File: src/rtl/lsb_pkg.sv
package lsb_pkg;

    typedef enum logic [1:0] {
        SL_FREE = 2'd0,
        SL_LIVE = 2'd1,
        SL_DONE = 2'd2
    } slot_state_e;

    typedef struct packed {
        logic is_store;
        logic pend;
        logic conf;
        logic unc;
        logic cach;
        logic fail;
    } slot_bits_t;

endpackage

File: src/rtl/lsb_slot.sv
module lsb_slot
    import lsb_pkg::*;
#(
    parameter int IW = 3
) (
    input  logic          clk,
    input  logic          rst_n,
    input  logic          flush,
    input  logic          alloc_we,
    input  slot_bits_t    alloc_bits,
    input  logic [IW-1:0] alloc_fwd,
    input  logic          retire_we,
    input  logic          store_rel,
    input  logic          any_rel,
    input  logic          fwd_pend_nxt,
    input  logic          conf_clr,
    input  logic          cache_acc,
    input  logic          cache_rej,
    input  logic          unc_done,
    output slot_state_e   state_o,
    output slot_bits_t    bits_o,
    output logic [IW-1:0] fwd_o
);

    slot_state_e   st_q, st_n;
    slot_bits_t    b_q, b_n;
    logic [IW-1:0] fwd_q, fwd_n;
    logic          ld_rel;

    always_ff @(posedge clk or negedge rst_n) begin
        if (!rst_n) begin
            st_q  <= SL_FREE;
            b_q   <= '0;
            fwd_q <= '0;
        end else begin
            st_q  <= st_n;
            b_q   <= b_n;
            fwd_q <= fwd_n;
        end
    end

    always_comb begin
        st_n   = st_q;
        b_n    = b_q;
        fwd_n  = fwd_q;
        ld_rel = (st_q == SL_LIVE) && !b_q.is_store && b_q.pend
                 && any_rel && !fwd_pend_nxt;
        unique case (st_q)
            SL_FREE: begin
                if (alloc_we) begin
                    st_n  = SL_LIVE;
                    b_n   = alloc_bits;
                    fwd_n = alloc_fwd;
                end
            end
            SL_LIVE: begin
                if (conf_clr)  b_n.conf = 1'b0;
                if (cache_rej) b_n.fail = 1'b1;
                if (cache_acc) begin
                    b_n.fail = 1'b0;
                    b_n.cach = 1'b1;
                    if (!b_q.pend) st_n = SL_DONE;
                end
                if (unc_done) st_n = SL_DONE;
                if (store_rel || ld_rel) begin
                    b_n.pend = 1'b0;
                    b_n.cach = 1'b0;
                end
            end
            SL_DONE: begin
                if (retire_we) st_n = SL_FREE;
            end
            default: st_n = SL_FREE;
        endcase
        if (flush) st_n = SL_FREE;
    end

    assign state_o = st_q;
    assign bits_o  = b_q;
    assign fwd_o   = fwd_q;

    // a released store loses pending and cached at that edge
    a_r4_release_clears: assert property (@(posedge clk) disable iff (!rst_n)
        (store_rel && st_q == SL_LIVE && !flush) |=> (!b_q.pend && !b_q.cach));

    // allocation only lands in an empty slot
    a_r3_alloc_into_free: assert property (@(posedge clk) disable iff (!rst_n)
        alloc_we |-> (st_q == SL_FREE));

    // a completed slot never becomes live again without being freed
    a_r3_done_not_live: assert property (@(posedge clk) disable iff (!rst_n)
        (st_q == SL_DONE) |=> (st_q != SL_LIVE));

endmodule

File: src/rtl/lsb_ring.sv
module lsb_ring #(
    parameter int DEPTH = 8,
    parameter int IW    = 3
) (
    input  logic          clk,
    input  logic          rst_n,
    input  logic          flush,
    input  logic          alloc_req,
    input  logic          head_done,
    output logic [IW-1:0] head,
    output logic [IW-1:0] tail,
    output logic          full,
    output logic          alloc_we,
    output logic          retire_we
);

    localparam logic [IW:0] CAP = (IW+1)'(DEPTH);

    logic [IW:0] cnt;

    assign full      = (cnt == CAP);
    assign alloc_we  = alloc_req && !full;
    assign retire_we = head_done;

    always_ff @(posedge clk or negedge rst_n) begin
        if (!rst_n) begin
            head <= '0;
            tail <= '0;
            cnt  <= '0;
        end else if (flush) begin
            head <= '0;
            tail <= '0;
            cnt  <= '0;
        end else begin
            if (alloc_we)  tail <= tail + 1'b1;
            if (retire_we) head <= head + 1'b1;
            cnt <= cnt + {{IW{1'b0}}, alloc_we} - {{IW{1'b0}}, retire_we};
        end
    end

    // occupancy never exceeds the buffer size
    a_r2_no_overflow: assert property (@(posedge clk) disable iff (!rst_n)
        cnt <= CAP);

    // a full buffer with nothing leaving stays full
    a_r2_full_holds: assert property (@(posedge clk) disable iff (!rst_n)
        (full && !retire_we && !flush) |=> full);

endmodule

File: src/rtl/lsb_scan.sv
module lsb_scan #(
    parameter int DEPTH   = 8,
    parameter int IW      = 3,
    parameter int CACHE_W = 2,
    parameter int CW      = 2
) (
    input  logic             clk,
    input  logic             rst_n,
    input  logic [IW-1:0]    head,
    input  logic [DEPTH-1:0] live_v,
    input  logic [DEPTH-1:0] unc_v,
    input  logic [DEPTH-1:0] cach_v,
    input  logic [DEPTH-1:0] conf_v,
    input  logic [DEPTH-1:0] pend_v,
    input  logic [DEPTH-1:0] fail_v,
    input  logic [CW-1:0]    slots,
    input  logic [DEPTH-1:0] nonspec,
    input  logic             precise,
    input  logic             grad_valid,
    input  logic [IW-1:0]    grad_idx,
    output logic [DEPTH-1:0] req,
    output logic [DEPTH-1:0] acc,
    output logic [DEPTH-1:0] rej,
    output logic             unc_req,
    output logic [IW-1:0]    unc_idx
);

    logic [IW-1:0] idx;
    logic          stop;
    logic          may_unc;
    int            n;

    always_comb begin
        req     = '0;
        acc     = '0;
        rej     = '0;
        unc_req = 1'b0;
        unc_idx = '0;
        stop    = 1'b0;
        idx     = '0;
        may_unc = 1'b0;
        n       = 0;
        for (int k = 0; k < DEPTH; k++) begin
            idx = head + IW'(k);
            if (!stop && live_v[idx]) begin
                if (!unc_v[idx] && !cach_v[idx] && !conf_v[idx]) begin
                    req[idx] = 1'b1;
                    if (n < int'(slots)) begin
                        acc[idx] = 1'b1;
                        n = n + 1;
                        if (n == CACHE_W) stop = 1'b1;
                    end else begin
                        rej[idx] = 1'b1;
                        stop = 1'b1;
                    end
                end else if (unc_v[idx] && !pend_v[idx]) begin
                    may_unc = precise ? (grad_valid && grad_idx == idx) : nonspec[idx];
                    if (may_unc) begin
                        unc_req = 1'b1;
                        unc_idx = idx;
                        stop    = 1'b1;
                    end
                end
                if (fail_v[idx] && !acc[idx]) stop = 1'b1;
            end
        end
    end

    // cache bandwidth bound
    a_r7_bandwidth: assert property (@(posedge clk) disable iff (!rst_n)
        $countones(acc) <= CACHE_W);

    // uncached entries never reach the cache
    a_r7_no_uncached_to_cache: assert property (@(posedge clk) disable iff (!rst_n)
        (req & unc_v) == '0);

    // at most one rejection, and it ends the scan
    a_r8_single_reject: assert property (@(posedge clk) disable iff (!rst_n)
        $onehot0(rej) && !(rej != '0 && unc_req));

    // an uncached issue targets a ready uncached live entry
    a_r9_unc_ready: assert property (@(posedge clk) disable iff (!rst_n)
        unc_req |-> (live_v[unc_idx] && unc_v[unc_idx] && !pend_v[unc_idx]));

endmodule

File: src/rtl/lsb_issue_arb.sv
module lsb_issue_arb
    import lsb_pkg::*;
#(
    parameter int DEPTH   = 8,
    parameter int CACHE_W = 2,
    localparam int IW     = $clog2(DEPTH),
    localparam int CW     = $clog2(CACHE_W + 1)
) (
    input  logic             clk,
    input  logic             rst_n,
    input  logic             flush,
    input  logic             precise,
    input  logic             alloc_valid,
    input  logic             alloc_store,
    input  logic             alloc_uncached,
    input  logic             alloc_data_busy,
    input  logic             alloc_fwd_hit,
    input  logic [IW-1:0]    alloc_fwd_idx,
    input  logic             alloc_conflict,
    output logic [IW-1:0]    alloc_idx,
    output logic             stall_full,
    input  logic [DEPTH-1:0] data_ready,
    input  logic [DEPTH-1:0] conflict_clear,
    input  logic [DEPTH-1:0] nonspec,
    input  logic             grad_valid,
    input  logic [IW-1:0]    grad_idx,
    input  logic [CW-1:0]    cache_slots,
    output logic [DEPTH-1:0] cache_req,
    input  logic             unc_ack,
    output logic             unc_req,
    output logic [IW-1:0]    unc_idx
);

    slot_state_e      st   [DEPTH];
    slot_bits_t       bits [DEPTH];
    logic [IW-1:0]    fwd  [DEPTH];
    logic [DEPTH-1:0] live_v, unc_v, cach_v, conf_v, pend_v, fail_v;
    logic [DEPTH-1:0] rel_v, spn_v, acc, rej;
    logic [IW-1:0]    head, tail;
    logic             full, alloc_we, retire_we, any_rel;
    slot_bits_t       new_bits;

    lsb_ring #(.DEPTH(DEPTH), .IW(IW)) u_ring (
        .clk       (clk),
        .rst_n     (rst_n),
        .flush     (flush),
        .alloc_req (alloc_valid),
        .head_done (st[head] == SL_DONE),
        .head      (head),
        .tail      (tail),
        .full      (full),
        .alloc_we  (alloc_we),
        .retire_we (retire_we)
    );

    assign any_rel = |rel_v;

    always_comb begin
        new_bits          = '0;
        new_bits.is_store = alloc_store;
        new_bits.unc      = alloc_uncached;
        new_bits.conf     = !alloc_uncached && alloc_conflict;
        new_bits.pend     = alloc_store ? alloc_data_busy
                                        : (alloc_fwd_hit && spn_v[alloc_fwd_idx]);
    end

    for (genvar i = 0; i < DEPTH; i++) begin : g_slot
        assign live_v[i] = (st[i] == SL_LIVE);
        assign unc_v[i]  = bits[i].unc;
        assign cach_v[i] = bits[i].cach;
        assign conf_v[i] = bits[i].conf;
        assign pend_v[i] = bits[i].pend;
        assign fail_v[i] = bits[i].fail;
        assign rel_v[i]  = live_v[i] && bits[i].is_store && bits[i].pend && data_ready[i];
        assign spn_v[i]  = live_v[i] && bits[i].is_store && bits[i].pend && !data_ready[i];

        lsb_slot #(.IW(IW)) u_slot (
            .clk          (clk),
            .rst_n        (rst_n),
            .flush        (flush),
            .alloc_we     (alloc_we && tail == IW'(i)),
            .alloc_bits   (new_bits),
            .alloc_fwd    (alloc_fwd_idx),
            .retire_we    (retire_we && head == IW'(i)),
            .store_rel    (rel_v[i]),
            .any_rel      (any_rel),
            .fwd_pend_nxt (spn_v[fwd[i]]),
            .conf_clr     (conflict_clear[i]),
            .cache_acc    (acc[i]),
            .cache_rej    (rej[i]),
            .unc_done     (unc_req && unc_ack && unc_idx == IW'(i)),
            .state_o      (st[i]),
            .bits_o       (bits[i]),
            .fwd_o        (fwd[i])
        );
    end

    lsb_scan #(.DEPTH(DEPTH), .IW(IW), .CACHE_W(CACHE_W), .CW(CW)) u_scan (
        .clk        (clk),
        .rst_n      (rst_n),
        .head       (head),
        .live_v     (live_v),
        .unc_v      (unc_v),
        .cach_v     (cach_v),
        .conf_v     (conf_v),
        .pend_v     (pend_v),
        .fail_v     (fail_v),
        .slots      (cache_slots),
        .nonspec    (nonspec),
        .precise    (precise),
        .grad_valid (grad_valid),
        .grad_idx   (grad_idx),
        .req        (cache_req),
        .acc        (acc),
        .rej        (rej),
        .unc_req    (unc_req),
        .unc_idx    (unc_idx)
    );

    assign alloc_idx  = tail;
    assign stall_full = alloc_valid && full;

    // a flush leaves nothing to issue in the next cycle
    a_r1_flush_quiet: assert property (@(posedge clk) disable iff (!rst_n)
        flush |=> (cache_req == '0 && !unc_req));

    // a stalled allocation does not move the tail
    a_r2_stall_holds_tail: assert property (@(posedge clk) disable iff (!rst_n)
        (stall_full && !flush) |=> $stable(alloc_idx));

endmodule

File: config.mk
export PLATFORM = sky130hd
export DESIGN_NAME = lsb_issue_arb
export DESIGN_NICKNAME = d
export VERILOG_FILES = /design/src/rtl/lsb_pkg.sv /design/src/rtl/lsb_slot.sv /design/src/rtl/lsb_ring.sv /design/src/rtl/lsb_scan.sv /design/src/rtl/lsb_issue_arb.sv
export SDC_FILE = /design/constraint.sdc
export NUM_CORES = 1
export LEC_CHECK = 0
export BUFFER_PORTS_ARGS = -buffer_cell sky130_fd_sc_hd__buf_2
export CORE_MARGIN = 2
export CORE_UTILIZATION = 35
export CTS_CLUSTER_SIZE = 28
export DETAILED_ROUTE_END_ITERATION = 16
export GPL_TIMING_DRIVEN = 1
export PLACE_DENSITY_LB_ADDON = 0.1
export SLEW_MARGIN = 20
export SYNTH_ARGS = -nofsm -noshare
export SYNTH_HDL_FRONTEND = slang
export SYNTH_HIERARCHICAL = 1
export SYNTH_SLANG_ARGS = --single-unit
export TNS_END_PERCENT = 50
File: constraint.sdc
create_clock -name clk -period 25.6 [get_ports clk]
set_input_delay 3.84 -clock clk [delete_from_list [all_inputs] [get_ports clk]]
set_output_delay 3.84 -clock clk [all_outputs]
set_load 0.01 [all_outputs]
==> flow_summary.yaml <==
run_status:
  status: "finished, final reports clean"
critical_path:
  critPathKind: "in2out"
  cp.arrival_ns: 14.91
  cp.required_ns: 21.76
  crit_path_start_kind: "primary input"
  slowest_stage: "o311ai_1"
  end_kind: "output port"
  worstPathMaxFanout: 14
  cp_common_cell: "nor2_1"
  max_stage_delay_ns: 0.70
pwr:
  total_power_mw: 0.979
  power_density_nw_per_um2: 76.7
  leakage_nw: 4.84
  peakVddDrop_uv: 41.4
floorplanning:
  fp.dieW_um: 187
  initial_core_util: 0.353
  io_pins: 60
  rows: 67
  dieArea_um2: 35100
  fp.coreArea_um2: 33300
  die_height_um: 187
min_path:
  hold_class: "reg2reg"
run:
  maxCapViolations: 0
grt:
  overflow: 0
  grt_util_met1: 0.342
  grt_start_max_net_pins: 55
  first_global_vias: 11267
  gr-max-usage-layer: "met2"
  use_met2: 0.436
  grtUsageTotal: 0.255
  grt_pass1_wl_um: 69800
  antenna_found_initial: 1
  met3_usage: 0.0227
logic_synthesis:
  syn_inst: 1340
  synth_area_leaders: "dfrtp_1 (21%), mux4_2 (12%), mux2_2 (4.3%)"
  yosysUniqueCellTypes: 105
  synth-edff-count: 0
  netlist.area_leader.share: 0.209
  syn-cell-area_um2: 11800
  synth_top_cell_by_area: "dfrtp_1"
  async_flop_share: 1.00
  synth.avg_cell_area_um2: 8.77
  synth-main-ff-cell: "dfrtp_1"
  yosysSeqAreaShare: 0.209
  ys_ff_latch: 98
  yosysWarnings: 6
placement:
  pre_cts_slack_ns: 7.16
  dpl.hpwl_um: 35100
  place.gp.congestion: 0.929
  port_buffers: 59
clocking:
  postCtsSetupRepairBufs: 0
  clk_pin_slew_worst_paths_ns: 0.07
  cts_root_buffer: "clkbuf_16"
  ctsHtreeMaxLevel: 3
  cts_resized: 0
  cts-hold-fix-buffers: 0
  clock_path_buffers: 2
  cts_tree: "yes"
  clk_latency_ns: 0.36
  cts_buffers: 9
  clock_sinks: 98
route:
  drc_errors: 0
  viasPerCell: 6.24
  drt-total-wl_um: 44900
  wl_per_cell_um: 24.6
  initialDrtViolationCount: 1140
  dr.pass1.iters: 6
  drtAntennaViolNets: 0
  vias: 11368
cells_and_area:
  syn_to_final_growth_pct: 8.60
  layout_common_cells: "nor2_1 (121), nand2_1 (109), dfrtp_1 (96)"
  fill_cells: 3451
  layout_commonest_cell: "nor2_1"
  nets: 1445
  drive_gt1_frac: 0.199
  diodes: 0
timing:
  fin_crit_sh: 0.732
  worst_pin_slew_ns: 1.16
  slew_viol_final: 0
  setup_violations: 0
  max_freq_mhz: 53.3
  final.setup.tns_ns: 0
  hold_viol_final: 0
  setup_ws_ns: 6.85
  final.min_clock_period_ns: 18.75
  slew_headroom: 0.220
  fin_worst_skew_ns: 0.00840
  grt_setup_unrepaired: "false"
[report_power, final]
part,switching [mW],internal (mW),total (mW)
clock,0.0607,0.0975,0.158
combinational,0.337,0.227,0.564
sequential,0.0614,0.195,0.256
[per-layer routing]
| layer | share of wire | vias to the layer above | wire length [µm] |
|---|---|---|---|
| met5 | 0.00029 | - | 13 |
| met4 | 0.028 | 2 | 1270 |
| met3 | 0.052 | 71 | 2350 |
| met2 | 0.48 | 431 | 21600 |
| met1 | 0.44 | 5651 | 19600 |
| li1 | - | 5213 | - |
[logic make-up (layout without fill, tap and decap cells)]
group | count (synthesis) | after routing | synth area share
simple gates | 502 | 502 | 0.234
flops | 98 | 98 | 0.209
xor+xnor | 15 | 15 | 0.0112
other cells | 1 | 16 | 0.000319
mux | 143 | 143 | 0.193
compound gates | 416 | 416 | 0.267
buf+inv | 134 | 153 | 0.0515
fa+ha+maj | 31 | 31 | 0.0336
[per-stage QoR]
| stage | instance area, µm² | hold WS (ns) | util | std cells |
|---|---|---|---|---|
| after global routing | 12800 | 0.526 | 0.383 | 1822 |
| final | 12800 | 0.515 | 0.383 | 1822 |
| after floorplan | 11800 | 0.471 | - | 1355 |
| after detailed placement | 12400 | 0.498 | 0.373 | 1807 |
| after global placement | 12400 | 0.496 | 0.373 | 1807 |
| after CTS | 12800 | 0.518 | 0.383 | 1822 |
[registers in the layout, summed over array words and instances (netlist names)]
name,flops
u_ring/head,3
u_ring/tail,3
g_slot.u_slot/fwd_o,24
g_slot.u_slot/bits_o,48
u_ring/cnt,4
g_slot.u_slot/state_o,16
[path summary, 6_finish.rpt]
kind / slack [ns] / startpoint / depth (start not counted) / to
worst min-delay path: 0.51 / g_slot[3].u_slot/bits_o[3] / 1 / g_slot[3].u_slot/bits_o[3]
min in group asynchronous: 3.55 / rst_n / 1 / g_slot[0].u_slot/fwd_o[2]
worst min register to register: 0.51 / g_slot[3].u_slot/bits_o[3] / 1 / g_slot[3].u_slot/bits_o[3]
worst max-delay path: 6.85 / grad_idx[2] / 44 / unc_idx[2]
worst max register to register: 10.96 / u_ring/head[0] / 53 / g_slot[6].u_slot/state_o[0]
max in group asynchronous: 20.87 / rst_n / 2 / u_ring/head[0]
[cell usage after synthesis, types with 9 or more instances]
library cell	n
nor2_1	121
nand2_1	109
dfrtp_1	98
a21oi_1	79
mux4_2	62
inv_1	60
nand2b_1	47
o21ai_0	47
mux2_2	45
nor2b_1	40
mux2i_1	34
clkbuf_1	31
ha_1	30
nor3_1	22
a22oi_1	21
nand3_1	21
o221ai_1	21
buf_2	19
a31oi_1	17
o22ai_1	17
a211oi_1	16
a221oi_1	16
o211ai_1	15
o31ai_1	15
and2_1	14
and3_1	14
nor3b_1	14
or3_1	14
o21ai_1	12
or2_2	12
buf_4	11
o31a_1	10
or3b_1	10
a22o_1	9
o31ai_2	9
o32ai_1	9
[area by class of cell]
cell class,count,area [µm²],share of cell area
Clock buffer,10,239,0.0187
Timing Repair Buffer,74,410,0.0322
Inverter,64,240,0.0188
Clock inverter,5,103,0.00804
Tap cell,448,561,0.0439
Sequential cell,98,2460,0.193
Multi-Input combinational cell,1123,8750,0.686
[critical path, delay by kind of cell]
family          cells  cell delay [ns]
compound gates     13             3.99
xor+xnor            1             0.20
fa+ha+maj           5             1.19
buf+inv             4             0.73
mux                 2             0.56
simple gates       19             4.39
No activity file was read; power rests on OpenSTA's default activity.
